## config.mk

```make
export PLATFORM = sky130hd
export DESIGN_NAME = msi_cache_ctrl
export DESIGN_NICKNAME = d
export VERILOG_FILES = /design/src/rtl/msi_pkg.sv /design/src/rtl/msi_line_store.sv /design/src/rtl/msi_snoop_unit.sv /design/src/rtl/msi_cpu_ctrl.sv /design/src/rtl/msi_cache_ctrl.sv
export SDC_FILE = /design/constraint.sdc
export NUM_CORES = 1
export LEC_CHECK = 0
export ABC_AREA = 1
export BUFFER_PORTS_ARGS = -buffer_cell sky130_fd_sc_hd__clkbuf_2
export CELL_PAD_IN_SITES_DETAIL_PLACEMENT = 0
export CELL_PAD_IN_SITES_GLOBAL_PLACEMENT = 1
export CORE_ASPECT_RATIO = 1.75
export CORE_MARGIN = 5
export CORE_UTILIZATION = 40
export CTS_CLUSTER_SIZE = 10
export DETAILED_ROUTE_END_ITERATION = 16
export HOLD_SLACK_MARGIN = 0.1
export PLACE_DENSITY = 0.77
export REMOVE_ABC_BUFFERS = 1
export SYNTH_ARGS = -nofsm -noshare
export SYNTH_HDL_FRONTEND = slang
export SYNTH_SLANG_ARGS = --single-unit
```

## constraint.sdc

```tcl
create_clock -name clk -period 3.3 [get_ports clk]
set_clock_uncertainty 0.05 [all_clocks]
set_input_delay 0.165 -clock clk [delete_from_list [all_inputs] [get_ports clk]]
set_output_delay 0.165 -clock clk [all_outputs]
set_load 0.01 [all_outputs]
```

## src/rtl/msi_pkg.sv

```systemverilog
package msi_pkg;

    typedef enum logic [1:0] {
        LN_INV = 2'd0,
        LN_SHR = 2'd1,
        LN_MOD = 2'd2
    } line_st_e;

    typedef enum logic [1:0] {
        BUS_NONE   = 2'd0,
        BUS_RDMISS = 2'd1,
        BUS_WRMISS = 2'd2,
        BUS_WB     = 2'd3
    } bus_cmd_e;

    typedef enum logic [2:0] {
        CP_IDLE,
        CP_ARB,
        CP_WB,
        CP_MISS,
        CP_DONE
    } cpu_fsm_e;

    typedef struct packed {
        line_st_e nxt;
        logic     flush;
    } snoop_act_t;

    // Reaction of a line that matched a snooped transaction.
    function automatic snoop_act_t snoop_action(line_st_e cur, bus_cmd_e cmd);
        snoop_act_t a;
        a.nxt   = cur;
        a.flush = 1'b0;
        case (cmd)
            BUS_RDMISS: begin
                if (cur == LN_MOD) begin
                    a.nxt   = LN_SHR;
                    a.flush = 1'b1;
                end
            end
            BUS_WRMISS: begin
                a.flush = (cur == LN_MOD);
                a.nxt   = LN_INV;
            end
            default: ;
        endcase
        return a;
    endfunction

    // State a line takes when its miss completes.
    function automatic line_st_e fill_state(logic is_write);
        return is_write ? LN_MOD : LN_SHR;
    endfunction

endpackage

```

## src/rtl/msi_line_store.sv

```systemverilog
module msi_line_store
    import msi_pkg::*;
#(
    parameter int IDX_W  = 3,
    parameter int TAG_W  = 5,
    parameter int DATA_W = 8
) (
    input  logic              clk,
    input  logic              rst,
    // processor-side lookup
    input  logic [IDX_W-1:0]  cpu_idx,
    output line_st_e          cpu_st,
    output logic [TAG_W-1:0]  cpu_tag,
    output logic [DATA_W-1:0] cpu_data,
    // snoop-side lookup (separate tag copy)
    input  logic [IDX_W-1:0]  snp_idx,
    output line_st_e          snp_st,
    output logic [TAG_W-1:0]  snp_tag,
    output logic [DATA_W-1:0] snp_data,
    // processor-side update
    input  logic              cwr_en,
    input  line_st_e          cwr_st,
    input  logic [TAG_W-1:0]  cwr_tag,
    input  logic [DATA_W-1:0] cwr_data,
    // snoop-side state update
    input  logic              swr_en,
    input  logic [IDX_W-1:0]  swr_idx,
    input  line_st_e          swr_st
);

    localparam int LINES = 1 << IDX_W;

    line_st_e          st_q   [LINES];
    logic [TAG_W-1:0]  tag_q  [LINES];
    logic [TAG_W-1:0]  stag_q [LINES];
    logic [DATA_W-1:0] data_q [LINES];

    logic same_line;
    assign same_line = swr_en && (swr_idx == cpu_idx);

    always_ff @(posedge clk) begin
        if (rst) begin
            for (int i = 0; i < LINES; i++) begin
                st_q[i]   <= LN_INV;
                tag_q[i]  <= '0;
                stag_q[i] <= '0;
                data_q[i] <= '0;
            end
        end else begin
            if (cwr_en) begin
                tag_q[cpu_idx]  <= cwr_tag;
                stag_q[cpu_idx] <= cwr_tag;
                data_q[cpu_idx] <= cwr_data;
                if (!same_line) begin
                    st_q[cpu_idx] <= cwr_st;
                end
            end
            // snoop update wins on the same line
            if (swr_en) begin
                st_q[swr_idx] <= swr_st;
            end
        end
    end

    assign cpu_st   = st_q[cpu_idx];
    assign cpu_tag  = tag_q[cpu_idx];
    assign cpu_data = data_q[cpu_idx];
    assign snp_st   = st_q[snp_idx];
    assign snp_tag  = stag_q[snp_idx];
    assign snp_data = data_q[snp_idx];

endmodule

```

## src/rtl/msi_snoop_unit.sv

```systemverilog
module msi_snoop_unit
    import msi_pkg::*;
#(
    parameter int TAG_W  = 5,
    parameter int DATA_W = 8
) (
    input  logic              clk,
    input  logic              rst,
    input  logic              snp_valid,
    input  bus_cmd_e          snp_cmd,
    input  logic [TAG_W-1:0]  req_tag,
    input  line_st_e          line_st,
    input  logic [TAG_W-1:0]  line_tag,
    input  logic [DATA_W-1:0] line_data,
    output logic              swr_en,
    output line_st_e          swr_st,
    output logic              flush,
    output logic [DATA_W-1:0] flush_data
);

    logic       hit;
    snoop_act_t act;

    assign hit    = snp_valid && (line_st != LN_INV) && (line_tag == req_tag);
    assign act    = snoop_action(line_st, snp_cmd);
    assign swr_en = hit && (act.nxt != line_st);
    assign swr_st = act.nxt;

    always_ff @(posedge clk) begin
        if (rst) begin
            flush      <= 1'b0;
            flush_data <= '0;
        end else begin
            flush <= hit && act.flush;
            if (hit && act.flush) begin
                flush_data <= line_data;
            end
        end
    end

endmodule

```

## src/rtl/msi_cpu_ctrl.sv

```systemverilog
module msi_cpu_ctrl
    import msi_pkg::*;
#(
    parameter int ADDR_W = 8,
    parameter int IDX_W  = 3,
    parameter int DATA_W = 8
) (
    input  logic                    clk,
    input  logic                    rst,
    input  logic                    cpu_req,
    input  logic                    cpu_we,
    input  logic [ADDR_W-1:0]       cpu_addr,
    input  logic [DATA_W-1:0]       cpu_wdata,
    output logic                    cpu_done,
    output logic [DATA_W-1:0]       cpu_rdata,
    input  logic                    snp_busy,
    output logic                    bus_req,
    input  logic                    bus_gnt,
    output bus_cmd_e                bus_cmd,
    output logic [ADDR_W-1:0]       bus_addr,
    output logic [DATA_W-1:0]       bus_wdata,
    input  logic                    bus_ack,
    input  logic [DATA_W-1:0]       bus_rdata,
    input  line_st_e                line_st,
    input  logic [ADDR_W-IDX_W-1:0] line_tag,
    input  logic [DATA_W-1:0]       line_data,
    output logic                    cwr_en,
    output line_st_e                cwr_st,
    output logic [ADDR_W-IDX_W-1:0] cwr_tag,
    output logic [DATA_W-1:0]       cwr_data
);

    localparam int TAG_W = ADDR_W - IDX_W;

    cpu_fsm_e          st_q, st_d;
    logic [DATA_W-1:0] rdata_q, rdata_d;
    logic [TAG_W-1:0]  req_tag;
    logic [IDX_W-1:0]  req_idx;
    logic              tag_match, hit;

    assign req_tag   = cpu_addr[ADDR_W-1:IDX_W];
    assign req_idx   = cpu_addr[IDX_W-1:0];
    assign tag_match = (line_tag == req_tag);
    assign hit       = (line_st != LN_INV) && tag_match;

    always_comb begin
        st_d     = st_q;
        rdata_d  = rdata_q;
        cwr_en   = 1'b0;
        cwr_st   = line_st;
        cwr_tag  = req_tag;
        cwr_data = line_data;
        case (st_q)
            CP_IDLE: begin
                if (cpu_req && !snp_busy) begin
                    if (hit && !cpu_we) begin
                        rdata_d = line_data;
                        st_d    = CP_DONE;
                    end else if (hit && cpu_we && line_st == LN_MOD) begin
                        cwr_en   = 1'b1;
                        cwr_st   = LN_MOD;
                        cwr_data = cpu_wdata;
                        rdata_d  = cpu_wdata;
                        st_d     = CP_DONE;
                    end else begin
                        st_d = CP_ARB;
                    end
                end
            end
            CP_ARB: begin
                if (bus_gnt) begin
                    st_d = (line_st == LN_MOD && !tag_match) ? CP_WB : CP_MISS;
                end
            end
            CP_WB: begin
                if (bus_ack) begin
                    st_d = CP_MISS;
                end
            end
            CP_MISS: begin
                if (bus_ack) begin
                    cwr_en   = 1'b1;
                    cwr_st   = fill_state(cpu_we);
                    cwr_data = cpu_we ? cpu_wdata : bus_rdata;
                    rdata_d  = cpu_we ? cpu_wdata : bus_rdata;
                    st_d     = CP_DONE;
                end
            end
            CP_DONE: st_d = CP_IDLE;
            default: st_d = CP_IDLE;
        endcase
    end

    always_ff @(posedge clk) begin
        if (rst) begin
            st_q    <= CP_IDLE;
            rdata_q <= '0;
        end else begin
            st_q    <= st_d;
            rdata_q <= rdata_d;
        end
    end

    always_comb begin
        bus_cmd   = BUS_NONE;
        bus_addr  = cpu_addr;
        bus_wdata = cpu_wdata;
        if (st_q == CP_WB) begin
            bus_cmd   = BUS_WB;
            bus_addr  = {line_tag, req_idx};
            bus_wdata = line_data;
        end else if (st_q == CP_MISS) begin
            bus_cmd = cpu_we ? BUS_WRMISS : BUS_RDMISS;
        end
    end

    assign bus_req   = (st_q == CP_ARB) || (st_q == CP_WB) || (st_q == CP_MISS);
    assign cpu_done  = (st_q == CP_DONE);
    assign cpu_rdata = rdata_q;

endmodule

```

## src/rtl/msi_cache_ctrl.sv

```systemverilog
module msi_cache_ctrl
    import msi_pkg::*;
#(
    parameter int ADDR_W = 8,
    parameter int IDX_W  = 3,
    parameter int DATA_W = 8
) (
    input  logic              clk,
    input  logic              rst,
    input  logic              cpu_req,
    input  logic              cpu_we,
    input  logic [ADDR_W-1:0] cpu_addr,
    input  logic [DATA_W-1:0] cpu_wdata,
    output logic              cpu_done,
    output logic [DATA_W-1:0] cpu_rdata,
    output logic              bus_req,
    input  logic              bus_gnt,
    output logic [1:0]        bus_cmd,
    output logic [ADDR_W-1:0] bus_addr,
    output logic [DATA_W-1:0] bus_wdata,
    input  logic              bus_ack,
    input  logic [DATA_W-1:0] bus_rdata,
    input  logic              snp_valid,
    input  logic [1:0]        snp_cmd,
    input  logic [ADDR_W-1:0] snp_addr,
    output logic              snp_flush,
    output logic [DATA_W-1:0] snp_data
);

    localparam int TAG_W = ADDR_W - IDX_W;

    line_st_e          c_st, s_st, cwr_st, swr_st;
    logic [TAG_W-1:0]  c_tag, s_tag, cwr_tag;
    logic [DATA_W-1:0] c_data, s_data, cwr_data;
    logic              cwr_en, swr_en;
    bus_cmd_e          cmd_e;

    msi_line_store #(
        .IDX_W (IDX_W),
        .TAG_W (TAG_W),
        .DATA_W(DATA_W)
    ) u_store (
        .clk     (clk),
        .rst     (rst),
        .cpu_idx (cpu_addr[IDX_W-1:0]),
        .cpu_st  (c_st),
        .cpu_tag (c_tag),
        .cpu_data(c_data),
        .snp_idx (snp_addr[IDX_W-1:0]),
        .snp_st  (s_st),
        .snp_tag (s_tag),
        .snp_data(s_data),
        .cwr_en  (cwr_en),
        .cwr_st  (cwr_st),
        .cwr_tag (cwr_tag),
        .cwr_data(cwr_data),
        .swr_en  (swr_en),
        .swr_idx (snp_addr[IDX_W-1:0]),
        .swr_st  (swr_st)
    );

    msi_snoop_unit #(
        .TAG_W (TAG_W),
        .DATA_W(DATA_W)
    ) u_snoop (
        .clk       (clk),
        .rst       (rst),
        .snp_valid (snp_valid),
        .snp_cmd   (bus_cmd_e'(snp_cmd)),
        .req_tag   (snp_addr[ADDR_W-1:IDX_W]),
        .line_st   (s_st),
        .line_tag  (s_tag),
        .line_data (s_data),
        .swr_en    (swr_en),
        .swr_st    (swr_st),
        .flush     (snp_flush),
        .flush_data(snp_data)
    );

    msi_cpu_ctrl #(
        .ADDR_W(ADDR_W),
        .IDX_W (IDX_W),
        .DATA_W(DATA_W)
    ) u_cpu (
        .clk      (clk),
        .rst      (rst),
        .cpu_req  (cpu_req),
        .cpu_we   (cpu_we),
        .cpu_addr (cpu_addr),
        .cpu_wdata(cpu_wdata),
        .cpu_done (cpu_done),
        .cpu_rdata(cpu_rdata),
        .snp_busy (snp_valid),
        .bus_req  (bus_req),
        .bus_gnt  (bus_gnt),
        .bus_cmd  (cmd_e),
        .bus_addr (bus_addr),
        .bus_wdata(bus_wdata),
        .bus_ack  (bus_ack),
        .bus_rdata(bus_rdata),
        .line_st  (c_st),
        .line_tag (c_tag),
        .line_data(c_data),
        .cwr_en   (cwr_en),
        .cwr_st   (cwr_st),
        .cwr_tag  (cwr_tag),
        .cwr_data (cwr_data)
    );

    assign bus_cmd = cmd_e;

endmodule

```

# --- After elaboration in Yosys (flattened, before gate mapping) ---
# Memories as Yosys holds them, arrays and structs flattened. A register that Yosys moved wholly into a read port is not among the register bits.
# Index checks and enable logic that the tools add are counted.
word_totals:
  mem_count: 4
  regBits: 12
  word_cells: 114
  ram_bits: 160
  out_inout_bits: 37
op_classes:
  n_eq_ne: 17
  n_mux: 63
  reduce_logical: 27
mem_list:
  columns: ["name", "words", "word_bits", "read_ports", "rd_ports_with_merged_regs", "wr", "line_no", "text"]
  rows:
  - ["u_store.data_q", 8, 8, 2, 1, 8, "msi_line_store.sv:36", "logic [DATA_W-1:0] data_q [LINES];"]
  - ["u_store.stag_q", 8, 5, 1, 0, 8, "msi_line_store.sv:35", "logic [TAG_W-1:0] stag_q [LINES];"]
  - ["u_store.tag_q", 8, 5, 1, 0, 8, "msi_line_store.sv:34", "logic [TAG_W-1:0] tag_q [LINES];"]
  - ["u_store.st_q", 8, 2, 2, 0, 8, "msi_line_store.sv:33", "line_st_e st_q [LINES];"]
ops:
  columns: ["op", "n"]
  rows:
  - ["two-way mux 8 bit", 12]
  - ["two-way mux 3 bit", 12]
  - ["case mux 8 bit (2 select lines)", 2]
  - ["two-way mux 1 bit", 22]
  - ["two-way mux 2 bit", 9]
  - ["case mux 3 bit (4 select lines)", 1]
  - ["logical AND 1 bit", 11]
  - ["equality test 5 bit", 2]
  - ["two-way mux 5 bit", 2]
  - ["OR reduction 5 bit", 2]
  - ["AND reduction 4 bit", 2]
  - ["OR reduction 8 bit", 1]
  - ["equality test 2 bit, second input constant", 3]
  - ["equality test 3 x 2 -> 1 bit, second input constant", 2]
  - ["inequality test 2 bit, second input constant", 3]
  - ["case mux 3 bit (2 select lines)", 1]
  - ["nonzero test 2 bit", 3]
  - ["case mux 2 bit (2 select lines)", 1]
  - ["OR reduction 2 bit", 2]
  - ["equality test 3 x 1 -> 1 bit, second input constant", 1]
  - ["equality test 3 bit", 1]
  - ["equality test 3 bit, second input constant", 1]
  - ["zero test 1 bit", 3]
  - ["zero test 3 bit", 1]
  - ["6 further kinds", 7]

# --- Logic depth before layout (Yosys ltp) ---
# Gate-level depths: netlist (run 1).
# An unclocked memory read counts as a cell.
logic_depth:
  ltp_word: 14
  ltp_mapped: 21
  depth_no_buf: 19

# --- Cells and area by module ---
# Synthesis (run 1) repeated with hierarchy kept, for this count alone.
hier_totals:
  cells_unflattened: 1347
  hier_area_um2: 9387.8
by_module_without_submodules:
  columns: ["module", "instances", "cells_per_inst", "area_per_inst_um2"]
  rows:
  - ["msi_line_store", 1, 951, 7244.4]
  - ["msi_cpu_ctrl", 1, 290, 1490.2]
  - ["msi_snoop_unit", 1, 106, 653.1]

# --- Least setup slack after synthesis (run 1) ---
# OpenSTA, ideal clock, no wires.
synth_path:
  path_kind: "in2reg"
  from: "input cpu_addr[0]"
  to: "memory u_store.data_q[1][0], enable pin"
  t_required_ns: 2.894
  setup_ns: 0.356
  cell_stages: 15
  setup_slack_ns: 0.859
  arrival_time_ns: 2.035
  path_cell_list: "buf_4 > buf_2 > o21ai_1 > nand2_1 > nand2_1 > nand2_1 > nand2_1 > nand2_2 > nor2_4 > nand4_2 > nand2_4 > nand2_8 > nor2_8 > inv_2 > nand2_1"
synth_lines:
  columns: ["element", "line_no", "text"]
  rows:
  - ["from (decl)", "msi_cache_ctrl.sv:12", "input logic [ADDR_W-1:0] cpu_addr,"]
  - ["to (decl)", "msi_line_store.sv:36", null]

==> out/summary.txt, run 1 <==
Min-Delay Endpoint - u_cpu.st_q[0]
VDD IR-drop max - 336.7 µV
Post-synth ARST share - 0%
Worst path top cell family by delay - simple AND/OR/NAND/NOR gates
Combinational family with the most area after synthesis - simple AND/OR/NAND/NOR gates
TNS Setup - 0 ps
HP Class - input port to flip-flop
CP Data Arrival Time - 2870 ps
Final worst path period need - 2801 ps
Post-cts sizing count - 0
Crit-path cells - nand2_1 > nand2_1 > nand2_1 > nand2_1 > nand2_1 > nand2_1 > nand2_1 > nand2_1 > inv_2 > nand2_1 > nor2_2 > nand4_2 > nand2_4 > nand2_8 > nor2_8 > inv_2 > nand2_1 > buf_4
CP Depth - 18
Yosys warns - 0
WHS Path Cells - 4
Final nets - 1356
Clk root buf - clkbuf_16
Post-Synth XOR/XNOR Area - 0.3953%
Gr usage total - 24.27%
Worst Path Required - 3370 ps
Die Wd - 122.5 µm
Post-synthesis sequential area ratio - 45.17%
Syn Inst Count - 1215
Status - finished clean
Tcrit/Tclk final - 84.89%
Hold_buf cts - 1
1st-iter DRT viols - 664
I/O Buffers - 77
Type of origin of the critical path - flip-flop
Worst path max stage delay - 420 ps
Distinct cells, synth - 42
I/O pin cnt - 78
Design Area, Final - 0.01041 mm²
Worst-Margin Slew - 1057 ps
Diode count - 0
P_leak - 0.005281 µW
Via count - 8330
Final Hold Fails - 0
Top cell by count, worst path - nand2_1
Antenna Violating Nets Remaining - 0
DR pass1 iterations - 6
Dpl hpwl - 23.12 mm
WL final - 29.77 mm
DIE HEIGHT - 206.9 µm
GRT overflow - 0
Layout area overhead - 17.39%
Pins over their slew limit - 0
Wire length per cell - 18.35 µm
Pwr/cell area - 534.3 mW/mm²
Max_slew headroom - 28.81%
CP Capture Type - flip-flop
Slowest CP cell - edfxtp_1
Total CTS buffers - 17
Worst r2r path cells - 18
Post-Synth Simple-Gate Area - 32.61%
EDFF count, synth - 120
Layout cells sized above 1 - 14.56%
Vias in the first global route - 8211
# Post-CTS Setup Buffers - 0
Worst r2r src - u_store.tag_q[4][0]
WS Path Type - flip-flop to flip-flop
Worst R2R End - u_store.data_q[0][6]
Worst R2R Setup Slack - 500 ps
Clock transition at path regs - 60 ps
Gpl congestion - 0.9090
Initial antenna violation count - 0
Hold path startpoint - bus_gnt
Htree depth - 4
Clock buffer depth - 2
Clock Latency Late Sink - 430 ps
Cell Area, Synth - 0.008864 mm²
F_max - 0.3570 GHz
CTS tree - done
Mux contribution to synthesized area - 0%
# setup viols final - 0
# DRC - 0
Post-Synth Adder-Cell Area - 0.2823%
Worst Path Buf+Inv - 3
Area after DPL - 0.009736 mm²
#FFs+latches synth - 140
Sinks on Clock Net - 140
First-pass GRT wire length - 45.60 mm
Ys flop type - edfxtp_1
Max cap viols - 0
RSZ-0062 raised after global routing - false
Die area - 0.02535 mm²
Avg Synthesized Cell Area - 7.295 µm²
Compound-gate portion of the synthesized area - 10.73%
Routed vias/inst - 5.136
Placeable Area - 0.02198 mm²
Worst Path Max Fanout - 13
Initial Utilization - 40.32%
Largest net degree at the start of global routing - 47
Row cnt - 72
## per-layer routing
layer,global-route usage [%],routed length (µm),vias to the layer above
met4,13.98,1715,0
li1,-,-,4092
met3,3.408,1022,88
met2,46.74,16400,259
met1,24.29,10630,3891
met5,0,0,-
## how the worst max path moves through the flow
| stage | slack, ps | from | end |
|---|---|---|---|
| after floorplan | 640 | u_store.tag_q[7][0] | u_store.data_q[0][0] |
| after global placement | 340 | cpu_addr[0] | u_store.data_q[4][6] |
| after detailed placement | 300 | cpu_addr[0] | u_store.data_q[1][6] |
| after CTS | 510 | u_store.tag_q[4][0] | u_store.data_q[2][6] |
| after global routing | 230 | u_store.tag_q[4][0] | u_store.data_q[5][6] |
| final | 500 | u_store.tag_q[4][0] | u_store.data_q[0][6] |
## stage by stage
step           cells  hold slack, ps  setup slack (ps)  total power (µW)  utilization [%]
6_report        1622           125.9             498.7              5559            47.34
5_1_grt         1622           190.3             230.9              5814            47.34
4_1_cts         1622           118.7             513.0              5590            47.34
3_5_place_dp    1589           409.8             303.5              3432            44.29
3_3_place_gp    1589           407.5             339.1              3431            44.29
2_1_floorplan   1176           184.1             641.0              2872                -
## cell families (layout without fill, tap and decap cells)
| logic type | after synthesis | in the layout |
|---|---|---|
| xor gates and xnor gates | 4 | 4 |
| and+or+nand+nor | 672 | 672 |
| buffers and inverters | 242 | 353 |
| DFF | 140 | 140 |
| adders and majority gates | 2 | 2 |
| AOI/OAI and AO/OA | 155 | 155 |
## flip-flops by register name, summed over array words and instances, names as in the netlist
| signal | cells |
|---|---|
| u_snoop.flush | 1 |
| u_cpu.st_q | 3 |
| u_store.tag_q | 30 |
| u_store.st_q | 16 |
| u_cpu.cpu_rdata | 8 |
| u_snoop.flush_data | 8 |
| u_store.data_q | 64 |
| u_store.stag_q | 10 |
## power by group
part | total (µW) | switching [µW] | internal (µW)
clock | 2170 | 771 | 1400
combinational | 1320 | 936 | 383
sequential | 2070 | 58.7 | 2010
## cell usage after synthesis (2+ instances only)
library cell,instances,area (µm²)
nand3_1,59,295.3
o22ai_1,11,68.82
nand2_1,445,1670
xor2_1,4,35.03
o21ai_0,67,335.3
buf_2,19,95.09
o21bai_1,8,60.06
a221oi_1,12,105.1
a22oi_1,15,112.6
nor2_8,7,140.1
nor3_1,7,35.03
nor2_1,117,439.2
o2111ai_1,6,52.55
clkinv_1,8,30.03
ha_1,2,25.02
clkbuf_1,13,48.80
edfxtp_1,120,3603
o21ai_1,15,75.07
inv_1,178,668.1
dfxtp_1,20,400.4
buf_4,5,37.54
nand3b_1,3,22.52
nand4_1,14,87.58
inv_2,17,63.81
nand2_2,3,18.77
nand3_2,9,90.09
a21oi_1,14,70.07
nor2_2,3,18.77
## placed cells by master (no fill, tap or decap), drive strengths merged
| cell | count |
|---|---|
| clkinv | 11 |
| nand3 | 69 |
| o21ai | 82 |
| inv | 196 |
| dlygate4sd3 | 1 |
| ha | 2 |
| o211a | 1 |
| nor3 | 7 |
| o21bai | 8 |
| o2111a | 1 |
| nor2 | 128 |
| nand3b | 3 |
| bufinv | 5 |
| o211ai | 1 |
| nand4 | 15 |
| dfxtp | 20 |
| a221oi | 12 |
| clkinvlp | 1 |
| a32o | 1 |
| nand2 | 450 |
| o221a | 1 |
| a31oi | 1 |
| edfxtp | 120 |
| o2111ai | 6 |
| xor2 | 4 |
| buf | 40 |
| a22oi | 15 |
| clkbuf | 99 |
| o22ai | 11 |
| a311oi | 1 |
| a21oi | 14 |
## cell type report
cell class              instances  area (µm²)
clock buffers                  22       474.2
flip-flops and latches        140        4004
fillers                      2275       11580
clock inverters                10       185.2
multi-input cells             833        3901
well taps                     296       370.4
repair buffers                118       708.2
inverters                     203       762.0
## worst min-delay path, stage by stage
cell and delay (ps):
clkbuf_2 90, o22ai_1 80, o21ai_0 160, a21oi_1 60
No activity file was read; power rests on OpenSTA's default activity.
==> run 2: changes to the inputs <==
- ABC_AREA: 1 -> 0
- PLACE_DENSITY: 0.77 -> 0.75
- clock period: 3.3 -> 2.4 ns (I/O delays scaled with it)
==> run 2 against run 1 <==
Effect of this change: wire length rose by 5.4%; fmax fell by 7.5%; flip-flop and latch count did not move; setup slack got worse by 1100 ps; design area rose by 14%; total power rose by 22%; clock power rose by 30%; register-to-register slack got worse by 1100 ps; the flow now finishes with violations (setup timing); core utilization rose by 12 points; non-clock buffer count rose by 175; synthesized area fell by 8.0%.
==> out/summary.txt, run 2 <==
First-pass GRT wire length - 45.95 mm
1st-iter DRT viols - 826
Initial antenna violation count - 0
Vias in the first global route - 7973
CP Data Arrival Time - 3110 ps
VDD IR-drop max - 453.4 µV
Max FFs per register - 64
Clock transition at path regs - 70 ps
Worst path max stage delay - 440 ps
DIE HEIGHT - 198.9 µm
Leading area contributor after synthesis - edfxtp_1
Diode count - 0
Row cnt - 69
Clock buffer depth - 2
Max cap viols - 0
Worst path top cell family by delay - compound AO/OA/AOI/OAI gates
Avg Synthesized Cell Area - 10.46 µm²
CP Capture Type - flip-flop
#FFs+latches synth - 140
Die Wd - 118.0 µm
Worst r2r path cells - 11
Ys flop type - edfxtp_1
Type of origin of the critical path - flip-flop
F_max - 0.3303 GHz
Clock Latency Late Sink - 430 ps
EDFF count, synth - 120
Crit-path cells - mux2_4 > a221o_1 > a22oi_2 > nor2b_4 > buf_6 > nand4_1 > o21ai_4 > buf_12 > nand3_2 > nand2_2 > buf_6
WL final - 31.38 mm
Top cell by count, worst path - buf_6
Worst Path Required - 2480 ps
Post-synthesis sequential area ratio - 49.08%
WS Path Type - flip-flop to flip-flop
Pwr/cell area - 567.4 mW/mm²
Tcrit/Tclk final - 126.2%
Dpl hpwl - 22.75 mm
Tot Pwr - 6756 µW
Gr usage total - 25.60%
Slowest CP cell - edfxtp_1
DR pass1 iterations - 6
Clk root buf - clkbuf_16
Htree depth - 4
Most frequent cells in the layout - buf_4 (145), edfxtp_1 (120), nor2_1 (80), clkbuf_2 (77), and3_1 (48)
Via count - 7899
Worst Path Buf+Inv - 3
Setup ws final - -627.7 ps
Pins over their slew limit - 0
Antenna Violating Nets Remaining - 0
# setup viols final - 259
Failing checks - setup timing
Commonest cells in the netlist - edfxtp_1 (120), nor2_1 (106), nand2_1 (51)
Final Hold Fails - 0
Syn Inst Count - 780
Cell Area, Synth - 0.008158 mm²
Top cells by area, synth - edfxtp_1 (44%), dfxtp_1 (4.9%), nor2_1 (4.9%), a22oi_1 (3.8%), and3_1 (3.8%)
# DRC - 0
I/O Buffers - 77
Total CTS buffers - 17
Max_slew headroom - 48.28%
Placeable Area - 0.02020 mm²
CTS tree - done
Worst R2R End - u_store.stag_q[0][3]
Yosys warns - 0
Wire length per cell - 24.36 µm
Design Area, Final - 0.01191 mm²
Layout area overhead - 45.97%
Worst-Margin Slew - 775.4 ps
Min-Delay Endpoint - u_cpu.cpu_rdata[7]
Largest net degree at the start of global routing - 41
Final nets - 1070
Worst R2R Setup Slack - -630 ps
Post-synth ARST share - 0%
WHS Path Cells - 4
P_leak - 0.004693 µW
Largest regs - u_store.data_q: 64 flops, u_store.tag_q: 30 flops, u_store.st_q: 16 flops
Most common cell after layout, fill and taps aside - buf_4
Final core occ - 58.94%
Die area - 0.02346 mm²
Hold path startpoint - bus_rdata[7]
Top cell type's share of synthesized area - 44.17%
Layout cells sized above 1 - 42.60%
Worst Path Max Fanout - 7
Area after DPL - 0.01004 mm²
Initial Utilization - 40.38%
Status - finished, violations left
Final worst path period need - 3028 ps
I/O pin cnt - 78
Worst r2r src - u_store.st_q[0][0]
HP Class - input port to flip-flop
GRT overflow - 0
Gpl congestion - 0.9146
Sinks on Clock Net - 140
Count leader, synth - edfxtp_1
RSZ-0062 raised after global routing - true
Largest Register - u_store.data_q
Routed vias/inst - 6.133
Distinct cells, synth - 72
-- run 2: final cells by class --
class | instances | area, µm²
fillers | 1723 | 8294
multi-input cells | 562 | 4448
flip-flops and latches | 140 | 4004
repair buffers | 293 | 2465
clock buffers | 18 | 439.2
well taps | 248 | 310.3
clock inverters | 14 | 192.7
inverters | 13 | 48.80
-- run 2: worst max path at each step --
stage | startpoint | end | slack (ps) | cells past startpoint
2_1_floorplan | cpu_addr[1] | u_store.stag_q[0][0] | -1080 | 8
3_3_place_gp | cpu_addr[1] | u_store.data_q[4][5] | -830 | 12
3_5_place_dp | cpu_addr[1] | u_store.data_q[6][5] | -840 | 12
4_1_cts | u_store.st_q[0][0] | u_store.data_q[0][5] | -510 | 11
5_1_grt | u_store.st_q[0][0] | u_store.data_q[0][1] | -710 | 11
6_report | u_store.st_q[0][0] | u_store.stag_q[0][3] | -630 | 11
-- run 2: power breakdown --
part           internal [µW]  switching (µW)  leakage [µW]
combinational            522             644       0.00299
clock                   1770            1060      0.000302
sequential              2710            53.7       0.00140
total                   5000            1760       0.00469
-- run 2: logic make-up after synthesis --
group,Yosys count,synth area share [%]
AND/OR/NAND/NOR,280,16.47
flip-flops,140,49.08
AO/OA/AOI/OAI,208,20.02
XOR/XNOR,11,1.181
multiplexers,61,8.788
adder cells (fa/ha/maj),2,0.3067
buffers and inverters,78,4.156
-- run 2: layer usage --
| layer | GRT usage, % | up-vias | share of wire [%] |
|---|---|---|---|
| li1 | - | 3529 | - |
| met1 | 27.26 | 3817 | 35 |
| met5 | 0 | - | 0 |
| met2 | 48.30 | 430 | 54 |
| met3 | 4.040 | 123 | 6.3 |
| met4 | 13.18 | 0 | 5.6 |
-- run 2: through the flow --
stage	setup TNS, ps	setup slack, ps	instances	hold WS, ps
2_1_floorplan	-171230	-1078	715	139.1
3_3_place_gp	-167430	-825.3	1213	391.3
3_5_place_dp	-170510	-837.3	1213	390.6
4_1_cts	-104480	-513.8	1276	114.6
5_1_grt	-153110	-714.4	1288	130.0
6_report	-127890	-627.7	1288	110.0
-- run 2: timing repair --
action | CTS | global route
endpoints found under the hold margin | 28 | 0
gates resized for setup | 65 | 115
endpoints found under the setup margin | 259 | 264
buffers inserted | 15 | 13
hold buffers | 15 | 0
cloned | 1 | 4
pin swaps | 26 | 22
-- run 2: worst register-to-register path: stages, from the launching register on --
cell and delay [ps]:
edfxtp_1 440, mux2_4 300, a221o_1 310, a22oi_2 260
nor2b_4 230, buf_6 110, nand4_1 170, o21ai_4 250
buf_12 170, nand3_2 130, nand2_2 140, buf_6 160
